==> config.mk <==
export PLATFORM = sky130hd
export DESIGN_NAME = isr_stack_unit
export DESIGN_NICKNAME = d
export VERILOG_FILES = /design/src/rtl/isr_pkg.sv /design/src/rtl/isr_edge_gate.sv /design/src/rtl/isr_slot_fsm.sv /design/src/rtl/isr_ctrl_regs.sv /design/src/rtl/isr_irq_out.sv /design/src/rtl/isr_stack_unit.sv
export SDC_FILE = /design/constraint.sdc
export NUM_CORES = 1
export LEC_CHECK = 0
export BUFFER_PORTS_ARGS = -buffer_cell sky130_fd_sc_hd__buf_2
export CORE_MARGIN = 3
export CORE_UTILIZATION = 59
export CTS_CLUSTER_DIAMETER = 30
export DETAILED_ROUTE_END_ITERATION = 8
export PLACE_DENSITY = 0.79
export SYNTH_ARGS = -nofsm -noshare
export SYNTH_HDL_FRONTEND = slang
export SYNTH_SLANG_ARGS = --single-unit
export TNS_END_PERCENT = 10
==> constraint.sdc <==
create_clock -name clk -period 1.9 [get_ports clk]
set_clock_uncertainty 0.2 [all_clocks]
set_input_delay 0.095 -clock clk [delete_from_list [all_inputs] [get_ports clk]]
set_output_delay 0.095 -clock clk [all_outputs]
set_load 0.05 [all_outputs]
==> src/rtl/isr_pkg.sv <==
package isr_pkg;

    // Per-source record depth state
    typedef enum logic [1:0] {
        SLOT_EMPTY   = 2'b00,
        SLOT_HELD    = 2'b01,
        SLOT_STACKED = 2'b10
    } slot_state_e;

    // Register selector values (address bits [3:2])
    localparam int          REG_ADDR_W = 4;
    localparam int          SEL_LSB    = 2;
    localparam logic [1:0]  SEL_STATUS = 2'd0;
    localparam logic [1:0]  SEL_MASK   = 2'd1;
    localparam logic [1:0]  SEL_IDENT  = 2'd2;
    localparam logic [1:0]  SEL_ENABLE = 2'd3;

endpackage

==> src/rtl/isr_edge_gate.sv <==
module isr_edge_gate #(
    parameter int N_SRC = 32
) (
    input  logic             clk,
    input  logic             rst_n,
    input  logic [N_SRC-1:0] src_i,
    input  logic [N_SRC-1:0] en_i,
    output logic [N_SRC-1:0] fire_o
);
    logic [N_SRC-1:0] prev_q;

    always_ff @(posedge clk or negedge rst_n) begin
        if (!rst_n) begin
            prev_q <= '0;
        end else begin
            prev_q <= src_i;
        end
    end

    // Qualified rising edge: low last cycle, high now, enable set
    assign fire_o = src_i & ~prev_q & en_i;

endmodule

==> src/rtl/isr_slot_fsm.sv <==
module isr_slot_fsm
    import isr_pkg::*;
(
    input  logic clk,
    input  logic rst_n,
    input  logic fire_i,
    input  logic clr_i,
    output logic held_o,
    output logic stacked_o
);
    slot_state_e state_q;
    slot_state_e state_d;

    // State register
    always_ff @(posedge clk or negedge rst_n) begin
        if (!rst_n) begin
            state_q <= SLOT_EMPTY;
        end else begin
            state_q <= state_d;
        end
    end

    // Next-state logic
    always_comb begin
        state_d = state_q;
        unique case (state_q)
            SLOT_EMPTY: begin
                if (fire_i) state_d = SLOT_HELD;             // record
            end
            SLOT_HELD: begin
                if (fire_i && !clr_i)      state_d = SLOT_STACKED; // stack
                else if (clr_i && !fire_i) state_d = SLOT_EMPTY;   // drain
                else                       state_d = SLOT_HELD;    // replace / idle
            end
            SLOT_STACKED: begin
                if (clr_i && !fire_i) state_d = SLOT_HELD;   // pop
                else                  state_d = SLOT_STACKED; // replace / drop
            end
            default: state_d = SLOT_EMPTY;
        endcase
    end

    // Outputs
    always_comb begin
        held_o    = 1'b0;
        stacked_o = 1'b0;
        unique case (state_q)
            SLOT_EMPTY:   begin held_o = 1'b0; stacked_o = 1'b0; end
            SLOT_HELD:    begin held_o = 1'b1; stacked_o = 1'b0; end
            SLOT_STACKED: begin held_o = 1'b1; stacked_o = 1'b1; end
            default:      begin held_o = 1'b0; stacked_o = 1'b0; end
        endcase
    end

endmodule

==> src/rtl/isr_ctrl_regs.sv <==
module isr_ctrl_regs
    import isr_pkg::*;
#(
    parameter int N_SRC = 32
) (
    input  logic                  clk,
    input  logic                  rst_n,
    input  logic [REG_ADDR_W-1:0] addr_i,
    input  logic                  we_i,
    input  logic [N_SRC-1:0]      wdata_i,
    input  logic [N_SRC-1:0]      raw_i,
    input  logic [N_SRC-1:0]      ident_i,
    output logic [N_SRC-1:0]      mask_o,
    output logic [N_SRC-1:0]      enable_o,
    output logic [N_SRC-1:0]      clr_o,
    output logic [N_SRC-1:0]      rdata_o
);
    logic [1:0]       sel;
    logic [1:0]       unused_lo;
    logic [N_SRC-1:0] mask_q;
    logic [N_SRC-1:0] enable_q;

    assign sel       = addr_i[SEL_LSB +: 2];
    assign unused_lo = addr_i[SEL_LSB-1:0];

    always_ff @(posedge clk or negedge rst_n) begin
        if (!rst_n) begin
            mask_q   <= '1;
            enable_q <= '0;
        end else if (we_i) begin
            if (sel == SEL_MASK)   mask_q   <= wdata_i;
            if (sel == SEL_ENABLE) enable_q <= wdata_i;
        end
    end

    // Write-one-to-clear strobes for the identity slots
    assign clr_o = (we_i && sel == SEL_IDENT) ? wdata_i : '0;

    always_comb begin
        rdata_o = '0;
        unique case (sel)
            SEL_STATUS: rdata_o = raw_i;
            SEL_MASK:   rdata_o = mask_q;
            SEL_IDENT:  rdata_o = ident_i;
            SEL_ENABLE: rdata_o = enable_q;
            default:    rdata_o = '0;
        endcase
    end

    assign mask_o   = mask_q;
    assign enable_o = enable_q;

endmodule

==> src/rtl/isr_irq_out.sv <==
module isr_irq_out #(
    parameter int N_SRC = 32
) (
    input  logic             clk,
    input  logic             rst_n,
    input  logic [N_SRC-1:0] ident_i,
    input  logic [N_SRC-1:0] mask_i,
    output logic             irq_o
);
    logic irq_q;

    always_ff @(posedge clk or negedge rst_n) begin
        if (!rst_n) begin
            irq_q <= 1'b0;
        end else begin
            irq_q <= |(ident_i & ~mask_i);
        end
    end

    assign irq_o = irq_q;

endmodule

==> src/rtl/isr_stack_unit.sv <==
module isr_stack_unit
    import isr_pkg::*;
#(
    parameter int N_SRC = 32
) (
    input  logic                  clk,
    input  logic                  rst_n,
    input  logic [N_SRC-1:0]      evt_i,
    input  logic [REG_ADDR_W-1:0] reg_addr,
    input  logic                  reg_we,
    input  logic [N_SRC-1:0]      reg_wdata,
    output logic [N_SRC-1:0]      reg_rdata,
    output logic                  irq_o
);
    logic [N_SRC-1:0] fire_vec;
    logic [N_SRC-1:0] clr_vec;
    logic [N_SRC-1:0] held_vec;
    logic [N_SRC-1:0] stacked_vec;
    logic [N_SRC-1:0] mask_q;
    logic [N_SRC-1:0] enable_q;

    isr_edge_gate #(.N_SRC(N_SRC)) u_edge (
        .clk    (clk),
        .rst_n  (rst_n),
        .src_i  (evt_i),
        .en_i   (enable_q),
        .fire_o (fire_vec)
    );

    isr_ctrl_regs #(.N_SRC(N_SRC)) u_regs (
        .clk      (clk),
        .rst_n    (rst_n),
        .addr_i   (reg_addr),
        .we_i     (reg_we),
        .wdata_i  (reg_wdata),
        .raw_i    (evt_i),
        .ident_i  (held_vec),
        .mask_o   (mask_q),
        .enable_o (enable_q),
        .clr_o    (clr_vec),
        .rdata_o  (reg_rdata)
    );

    for (genvar b = 0; b < N_SRC; b++) begin : g_slot
        isr_slot_fsm u_slot (
            .clk       (clk),
            .rst_n     (rst_n),
            .fire_i    (fire_vec[b]),
            .clr_i     (clr_vec[b]),
            .held_o    (held_vec[b]),
            .stacked_o (stacked_vec[b])
        );
    end

    isr_irq_out #(.N_SRC(N_SRC)) u_irq (
        .clk     (clk),
        .rst_n   (rst_n),
        .ident_i (held_vec),
        .mask_i  (mask_q),
        .irq_o   (irq_o)
    );

endmodule

==> flow_results.org, run 1 <==
** Yosys
- Post-synth net total :: approximately 1.3k
- Mux contribution to synthesized area :: 14.3%
- The synthesized design contains 161 register bits.
- Summing the areas of all xor and xnor instances in the mapped netlist gives 0% of the synthesized area.
- Async SR Flop Fraction :: 100%
- Number of flops mapped to enable cells by yosys :: 0
- Post-Syn Instances :: 1003
- Share of the synthesized area in compound gates (AO/OA/AOI/OAI) :: roughly 8.7%
- For this run, the register share of the synthesized area comes to 37.5%.
- Arithmetic-cell share of the synthesized area counting full adders, half adders and majority gates :: 22.1%
- Post-synthesis share of cell area spent on and, or, nand and nor gates :: approximately a tenth
- By area, the combinational part of the netlist is dominated by adder cells.
- Most common flop cell mapped by yosys :: dfrtp_1
- Each instance of the synthesized netlist takes up on average 10.8 um2.
- Counting distinct cell types in the post-synthesis netlist gives 25.
- Total of warnings raised by yosys :: 0
- The synthesized netlist occupies a cell area of 0.0109 mm2.

** Final layout
- Number of cells in the finished layout apart from fillers :: 1505
- Relative to the synthesized area, the layout overhead comes to 32.1%.
- Counting the fill cells in the layout gives 929.
- Most frequent cells in the layout :: 160 x ha_1, 151 x nand2_1, 129 x dfrtp_1, 96 x inv_1, 86 x buf_4
- Finished layout cell area :: 0.0143 mm2
- In the final design database the tool counted 1530 nets.
- Share of layout cells above drive strength 1 :: 35.1%
- Number of antenna diodes :: 0
- Leaving out fill and tap cells, the most frequent cell in the layout is ha_1.

** Die
- Row generation in the floorplan step produced 48 rows.
- Measured along the x axis, the die boundary spans 142 um.
- From bottom edge to top edge, the die measures 142 um.
- Count of boundary I/O pins :: about 100
- The total area inside the core boundary comes to 0.0177 mm2.
- The die covers ~0.02 mm2.
- Initial Util :: about three fifths

** Timing
- The count of final max-slew check failures was 0.
- The smallest clock period supported by the final layout is computed as 2.14 ns.
- Final setup violation count :: 32
- After layout, the worst setup slack is -0.243 ns.
- Peak clock frequency supported by timing :: 467 MHz
- Fin crit share :: 113%
- Setup repair after global routing could not meet its margin everywhere.
- Worst-Margin Slew :: 0.437 ns
- The final hold violation count is 0.
- Total negative setup slack :: -5.58 ns
- Hold WS :: about 0.1 ns
- Headroom to the max-slew limit came out at between 70% and 80%.

** Min path
- Counting instances, the worst hold path has a depth of 4.
- Hold path start :: reg_we
- For hold timing, the worst endpoint is u_regs.enable_o[24]$_DFFE_PN0P_.
- In this run the worst hold path is classified as primary input to flip-flop.

** Clock network
- TritonCTS built the clock tree.
- The longest clock path from root to sink contains 2 buffers.
- CTS placed an instance of clkbuf_16 at the clock tree root.
- The clock reaches the later pin of the worst-skew pair after approximately 0.42 ns.
- The H-tree generated during clock tree synthesis spans 4 levels.
- The number of clock buffers added by TritonCTS is 17.
- Clock-pin transition on the worst setup and hold timing paths :: 0.06 ns
- For this design, the sink count on the clock tree is 161.

** Setup path
- STA classifies the critical path startpoint as a flip-flop.
- Capture point of the worst reg-to-reg path :: u_irq.irq_o$_DFF_PN0_
- Classification of the worst setup path :: flip-flop to output pin
- Category of the worst setup path capture point :: output pin
- For the worst setup path, the data required time is 1.60 ns.
- Largest fanout on the critical path :: 3
- Worst reg2reg path depth :: 7
- Arrival @ worst endpoint :: 1.85 ns
- The setup check on the worst reg-to-reg path leaves a slack of 0.11 ns.
- The startpoint identified for the worst register-to-register timing path is g_slot[26].u_slot.state_q[1]$_DFFE_PN0P_.

** Placement
- The placed instances occupy a cell area of 0.0117 mm2.
- Port buffering added 101 buffers.
- After detailed placement, the design holds a cell count of 1329.
- Summed over all nets, the half-perimeter wirelength after detailed placement is 15800 um.
- Final weighted congestion in routability-driven placement :: 0.847

** Power and ir drop
- Cell area power density :: 1500 mW/mm2
- Static leakage :: between 0.007 and 0.008 uW
- The worst-case IR drop observed on VDD is 1580 uV.

** Global route
- GRT Max-Usage Layer :: met2
- Wire length of the first global-routing pass :: 46700 um
- The total overflow left after global routing is 0.
- In the global route stage, overall resource usage came out at around 29%.
- Largest net degree at the start of global routing :: 42
- The via count of the first global-routing pass was between 9k and 10k.
- Global routing used 5.36% of the available met3 tracks.
- For this run, global-route usage on met2 was measured as between 50% and 60%.
- The initial antenna violation count came to 0.
- Global routing used 33.0% of the available met1 tracks.

** Route
- After detailed routing, the number of remaining DRC violations is 0.
- DRT Wirelength :: 28600 um
- The first TritonRoute pass finished after 5 iterations.
- After detailed routing, the average wire length per cell comes to 19.0 um.
- Dividing the detail-routed via count by the number of cells gives 5.70.
- Number of DRC violations after detailed-routing iteration 0 :: 393
- The routed layout has 8582 vias.
- Antenna-violating nets left :: 0

** Run status
- The final reports fail on setup timing.
- Result of the run :: finished, violations left

** Run
- Count of max-cap constraint violations :: 0
## synthesized netlist by cell type (9+ instances only)
| master | n | area (um2) |
|---|---|---|
| dfrtp_1 | 129 | 3230 |
| o22ai_1 | 48 | 300 |
| nand2_1 | 151 | 567 |
| and2_1 | 10 | 62.6 |
| mux4_2 | 32 | 721 |
| nand2b_1 | 32 | 200 |
| o21ai_0 | 32 | 160 |
| buf_6 | 9 | 101 |
| ha_1 | 192 | 2400 |
| nand3b_1 | 32 | 240 |
| mux2_2 | 32 | 360 |
| mux2_4 | 30 | 450 |
| a221o_1 | 32 | 320 |
| a21oi_1 | 32 | 160 |
| dfstp_2 | 32 | 841 |
| inv_1 | 160 | 601 |
## stage by stage
step	setup slack, ns	util [%]	power [uW]
floorplan	0.188	-	11600
global placement	0.0292	66.5	13400
detailed placement	-0.00510	66.5	13700
CTS	-0.193	80.9	20600
global route	-0.260	81.2	22800
finish	-0.243	81.2	21400
## flip-flops by register name, indices dropped and copies added, names as in the netlist
signal,count
u_edge.prev_q,32
u_regs.enable_o,32
g_slot.u_slot.state_q,64
u_regs.mask_o,32
u_irq.irq_o,1
## cells by family after synthesis
kind of cell | count (synthesis)
AO/OA/AOI/OAI | 144
adder cells (fa/ha/maj) | 192
buffers and inverters | 177
flip-flops | 161
multiplexers | 96
AND/OR/NAND/NOR | 233
## routing by layer
metal  vias up  part of all wire, %
met5         -                    0
met4         0                  2.7
met3        61                  3.9
met2       255                   54
met1      4305                   39
li1       3961                    -
## report_power, final
part	internal [uW]	leakage (uW)	switching [uW]
logic	5930	0.00496	6430
clock network	2330	0.000301	1440
registers	4560	0.00190	763
## cell type report
| class | instances | area, um2 | share of cell area (%) |
|---|---|---|---|
| multi-input cells | 665 | 6440 | 44.9 |
| inverters | 160 | 601 | 4.19 |
| repair buffers | 262 | 2320 | 16.2 |
| flip-flops and latches | 161 | 4070 | 28.4 |
| clock inverters | 11 | 189 | 1.32 |
| clock buffers | 21 | 440 | 3.07 |
| well taps | 225 | 282 | 1.96 |
## how the worst max path moves through the flow
stage,start,end,slack (ns)
floorplan,reg_addr[3],g_slot[10].u_slot.state_q[0]$_DFFE_PN0P_,0.19
global placement,reg_addr[3],g_slot[30].u_slot.state_q[0]$_DFFE_PN0P_,0.03
detailed placement,reg_addr[3],g_slot[30].u_slot.state_q[0]$_DFFE_PN0P_,-0.005
CTS,g_slot[6].u_slot.state_q[1]$_DFFE_PN0P_,reg_rdata[6],-0.19
global route,g_slot[22].u_slot.state_q[0]$_DFFE_PN0P_,reg_rdata[22],-0.26
finish,g_slot[22].u_slot.state_q[0]$_DFFE_PN0P_,reg_rdata[22],-0.24
## timing repair
action / 4_1_cts / 5_1_grt
hold buffers: 66 / 0
pin swaps: 21 / 8
endpoints found under the setup margin: 32 / 33
hold endpoints to repair: 290 / 0
buffers inserted: 74 / 4
resized for setup: 188 / 4
## critical path, cell delays in order (launching register included)
cell and delay, ns:
dfrtp_1 0.40, inv_2 0.11, ha_4 0.23, mux4_2 0.51, buf_8 0.18
Note: power is estimated with default switching activity, not from simulation.
==> run 2, diff against run 1 <==
Clock period 1.9 ns to 2.6 ns, I/O delays scaled along.
==> run 2 against run 1 <==
  * The run now ends clean
  * Register-to-register slack improved by 0.50 ns
  * Cell count down 5.7%
  * Non-clock buffer count down 85
  * Sequential share of layout area increased by 3.1 points
  * Via count fell by 8.9%
  * Critical path type unchanged
==> flow_results.org, run 2 (synthesized netlist as in run 1, its figures left out) <==
** Run status
- The run finished with clean final reports.

** Timing
- Final period demand of the worst path :: 2.33 ns
- Of the available clock period, the critical path in the final layout requires 89.6%.
- For the pin with the worst max-slew slack, the measured transition is between 0.5 and 0.6 ns.
- The count of final max-slew check failures came to 0.
- Setup violations remaining at the end of the flow were counted as 0.
- Setup repair after global routing left no endpoint under its margin.
- The final hold violation count is 0.
- Total negative setup slack :: 0 ns
- Peak clock frequency supported by timing :: 429 MHz
- In this run the tightest slew margin relative to its limit is between 60 and 70%.
- Hold WS :: 0.0393 ns

** Die
- The core region is 0.0177 mm2.
- Pin placement for this block handled 104 I/O pins.
- Horizontal die dimension :: 142 um
- Floorplan row count :: 48
- Initial Util :: 61.5%
- Die ar. :: 0.0201 mm2
- Height of the chip :: 142 um

** Global route
- Wire length of the first global-routing pass :: 39100 um
- Entering global routing, the biggest net connects 63 pins.
- Number of antenna violations at the first check in global routing :: 0
- Global routing finished with a remaining overflow of 0.
- Global-route total usage across every layer :: 24.3%
- Via count of the first global-routing pass :: 8091

** Placement
- At the end of routability-driven placement, the weighted congestion stood at 0.821.
- Detailed placement ended at an HPWL of 15500 um.
- IO buf count :: 101

** Final layout
- g_slot.u_slot.state_q holds more flip-flops than any other register.
- Share of layout cells above drive strength 1 :: 22.6%
- The area growth from synthesis to layout is 19.1%.
- Fillers :: 1222
- Most frequent cells in the layout :: 192 x ha_1, 160 x inv_1, 151 x nand2_1, 129 x dfrtp_1, 100 x buf_2
- The library cell used most frequently in the layout, excluding fill and tap cells, is ha_1.
- Flip-flop count of the largest register after layout :: 64
- 0 antenna diodes ended up in the layout.
- For this run, the post-layout net count is between 1k and 1.5k.

** Power and ir drop
- Net switching is 41.0% of the power.
- For this design the ratio of total power to cell area is 1000 mW/mm2.
- Internal power component :: 7670 uW
- Clock network fraction of design power :: 21.3%
- The worst-case IR drop observed on VDD is ~800 uV.
- In this run the static leakage power is 0.00662 uW.
- Power share of the combinational group :: between 40% and 50%
- Summed over all nets, the switching power comes to around 5300 uW.
- Registers are responsible for 30.4% of the overall power.
- Summing internal, switching and leakage power gives roughly 13000 uW.

** Setup path
- Category of the worst setup path capture point :: output pin
- Startpoint of the most critical register-to-register path :: g_slot[5].u_slot.state_q[0]$_DFFE_PN0P_
- Startpoint Class :: flip-flop
- The critical path is of the flip-flop to output pin type.
- In this run the worst path has a maximum fanout of 3.
- The worst register-to-register path has a depth of 6.
- Buffer and inverter count on the worst path :: 2
- Chain of cells forming the critical path :: inv_1, ha_1, mux4_2, buf_2
- Setup slack of the worst register-to-register path :: 0.61 ns
- Data on the critical path arrives at its endpoint at 2.00 ns.
- Capture point of the worst reg-to-reg path :: u_irq.irq_o$_DFF_PN0_
- Crit path required time :: 2.27 ns
- The kind of cell with the highest combined delay along the critical path is multiplexers.
- Cell type of the slowest stage on the worst timing path :: mux4_2
- For this run, the slowest stage of the critical path takes between 0.5 and 0.6 ns.

** Route
- Average wire per standard cell :: roughly 17 um
- Antenna-violating nets left :: 0
- Total DRC errors in the routed layout :: 0
- For this block, the initial DRC count from the detailed router was 304.
- The first detailed-routing pass took 5 iterations.
- Vias :: 7817
- Using the TritonRoute via totals, the vias-per-cell ratio works out to 5.51.
- DRT Wirelength :: 23600 um

** Clock network
- Insertion delay to the later sink of the worst-skew pair :: 0.44 ns
- TritonCTS clock tree :: done
- Clock root buffer master :: clkbuf_16
- Clock-pin transition on the worst setup and hold timing paths :: 0.06 ns
- CTS saw between 150 and 200 sinks.
- TritonCTS Buffers :: 17
- The clock passes through at most 2 buffers.
- H-Tree Level Count :: 4

** Run
- Across the run, the number of max-cap violations was 0.

** Min path
- Worst hold path class :: primary input to async pin
## run 2: cell count changes in the layout (fill, tap and decap cells not counted), sizes merged
cell,previous run,this run
clkinvlp,2,3
clkinv,4,2
dlygate4sd3,66,65
buf,196,112
## run 2: metal layers
| metal | wire [um] | up-vias | GRT usage [%] |
|---|---|---|---|
| met5 | 0 | - | 0 |
| met3 | 773 | 35 | 4.35 |
| li1 | - | 3781 | - |
| met4 | 521 | 0 | 9.09 |
| met2 | 11900 | 143 | 42.4 |
| met1 | 10400 | 3858 | 30.3 |
## run 2: stage by stage
| step | area (um2) | utilization (%) | setup WS (ns) | cells |
|---|---|---|---|---|
| floorplan | 10900 | - | 0.853 | 1003 |
| global placement | 11600 | 65.9 | 0.649 | 1323 |
| detailed placement | 11600 | 65.9 | 0.612 | 1323 |
| CTS | 12900 | 73.2 | 0.280 | 1419 |
| global route | 12900 | 73.2 | 0.213 | 1419 |
| finish | 12900 | 73.2 | 0.270 | 1419 |
## run 2: worst max path at each step
stage,from,to,slack (ns),cells after the start
2_1_floorplan,reg_addr[3],g_slot[10].u_slot.state_q[0]$_DFFE_PN0P_,0.85,9
3_3_place_gp,g_slot[17].u_slot.state_q[0]$_DFFE_PN0P_,u_irq.irq_o$_DFF_PN0_,0.65,6
3_5_place_dp,reg_we,g_slot[20].u_slot.state_q[0]$_DFFE_PN0P_,0.61,9
4_1_cts,g_slot[26].u_slot.state_q[0]$_DFFE_PN0P_,reg_rdata[26],0.28,4
5_1_grt,g_slot[0].u_slot.state_q[0]$_DFFE_PN0P_,reg_rdata[0],0.21,4
6_report,g_slot[0].u_slot.state_q[0]$_DFFE_PN0P_,reg_rdata[0],0.27,4
## run 2: final cells by class
| cell class | instances | area, um2 | area share [%] |
|---|---|---|---|
| Clock inverter | 10 | 183 | 1.41 |
| Tap cell | 225 | 282 | 2.18 |
| Multi-Input combinational cell | 665 | 6040 | 46.7 |
| Clock buffer | 21 | 460 | 3.56 |
| Sequential cell | 161 | 4070 | 31.5 |
| Inverter | 160 | 601 | 4.64 |
| Timing Repair Buffer | 177 | 1290 | 10.0 |
## run 2: power groups by stage
stage               Clock (uW)  Combinational (uW)  Sequential (uW)
detailed placement           0                6020             3950
global route              2910                7030             4050
CTS                       2790                6230             3940
global placement             0                5860             3910
finish                    2770                6280             3940
floorplan                    0                4720             3800
## run 2: repair_timing
action / in CTS / in global routing
hold buffers: 65 / 0
endpoints found under the hold margin: 235 / 0
resized for setup: 0 / 0
setup buffers: 0 / 0
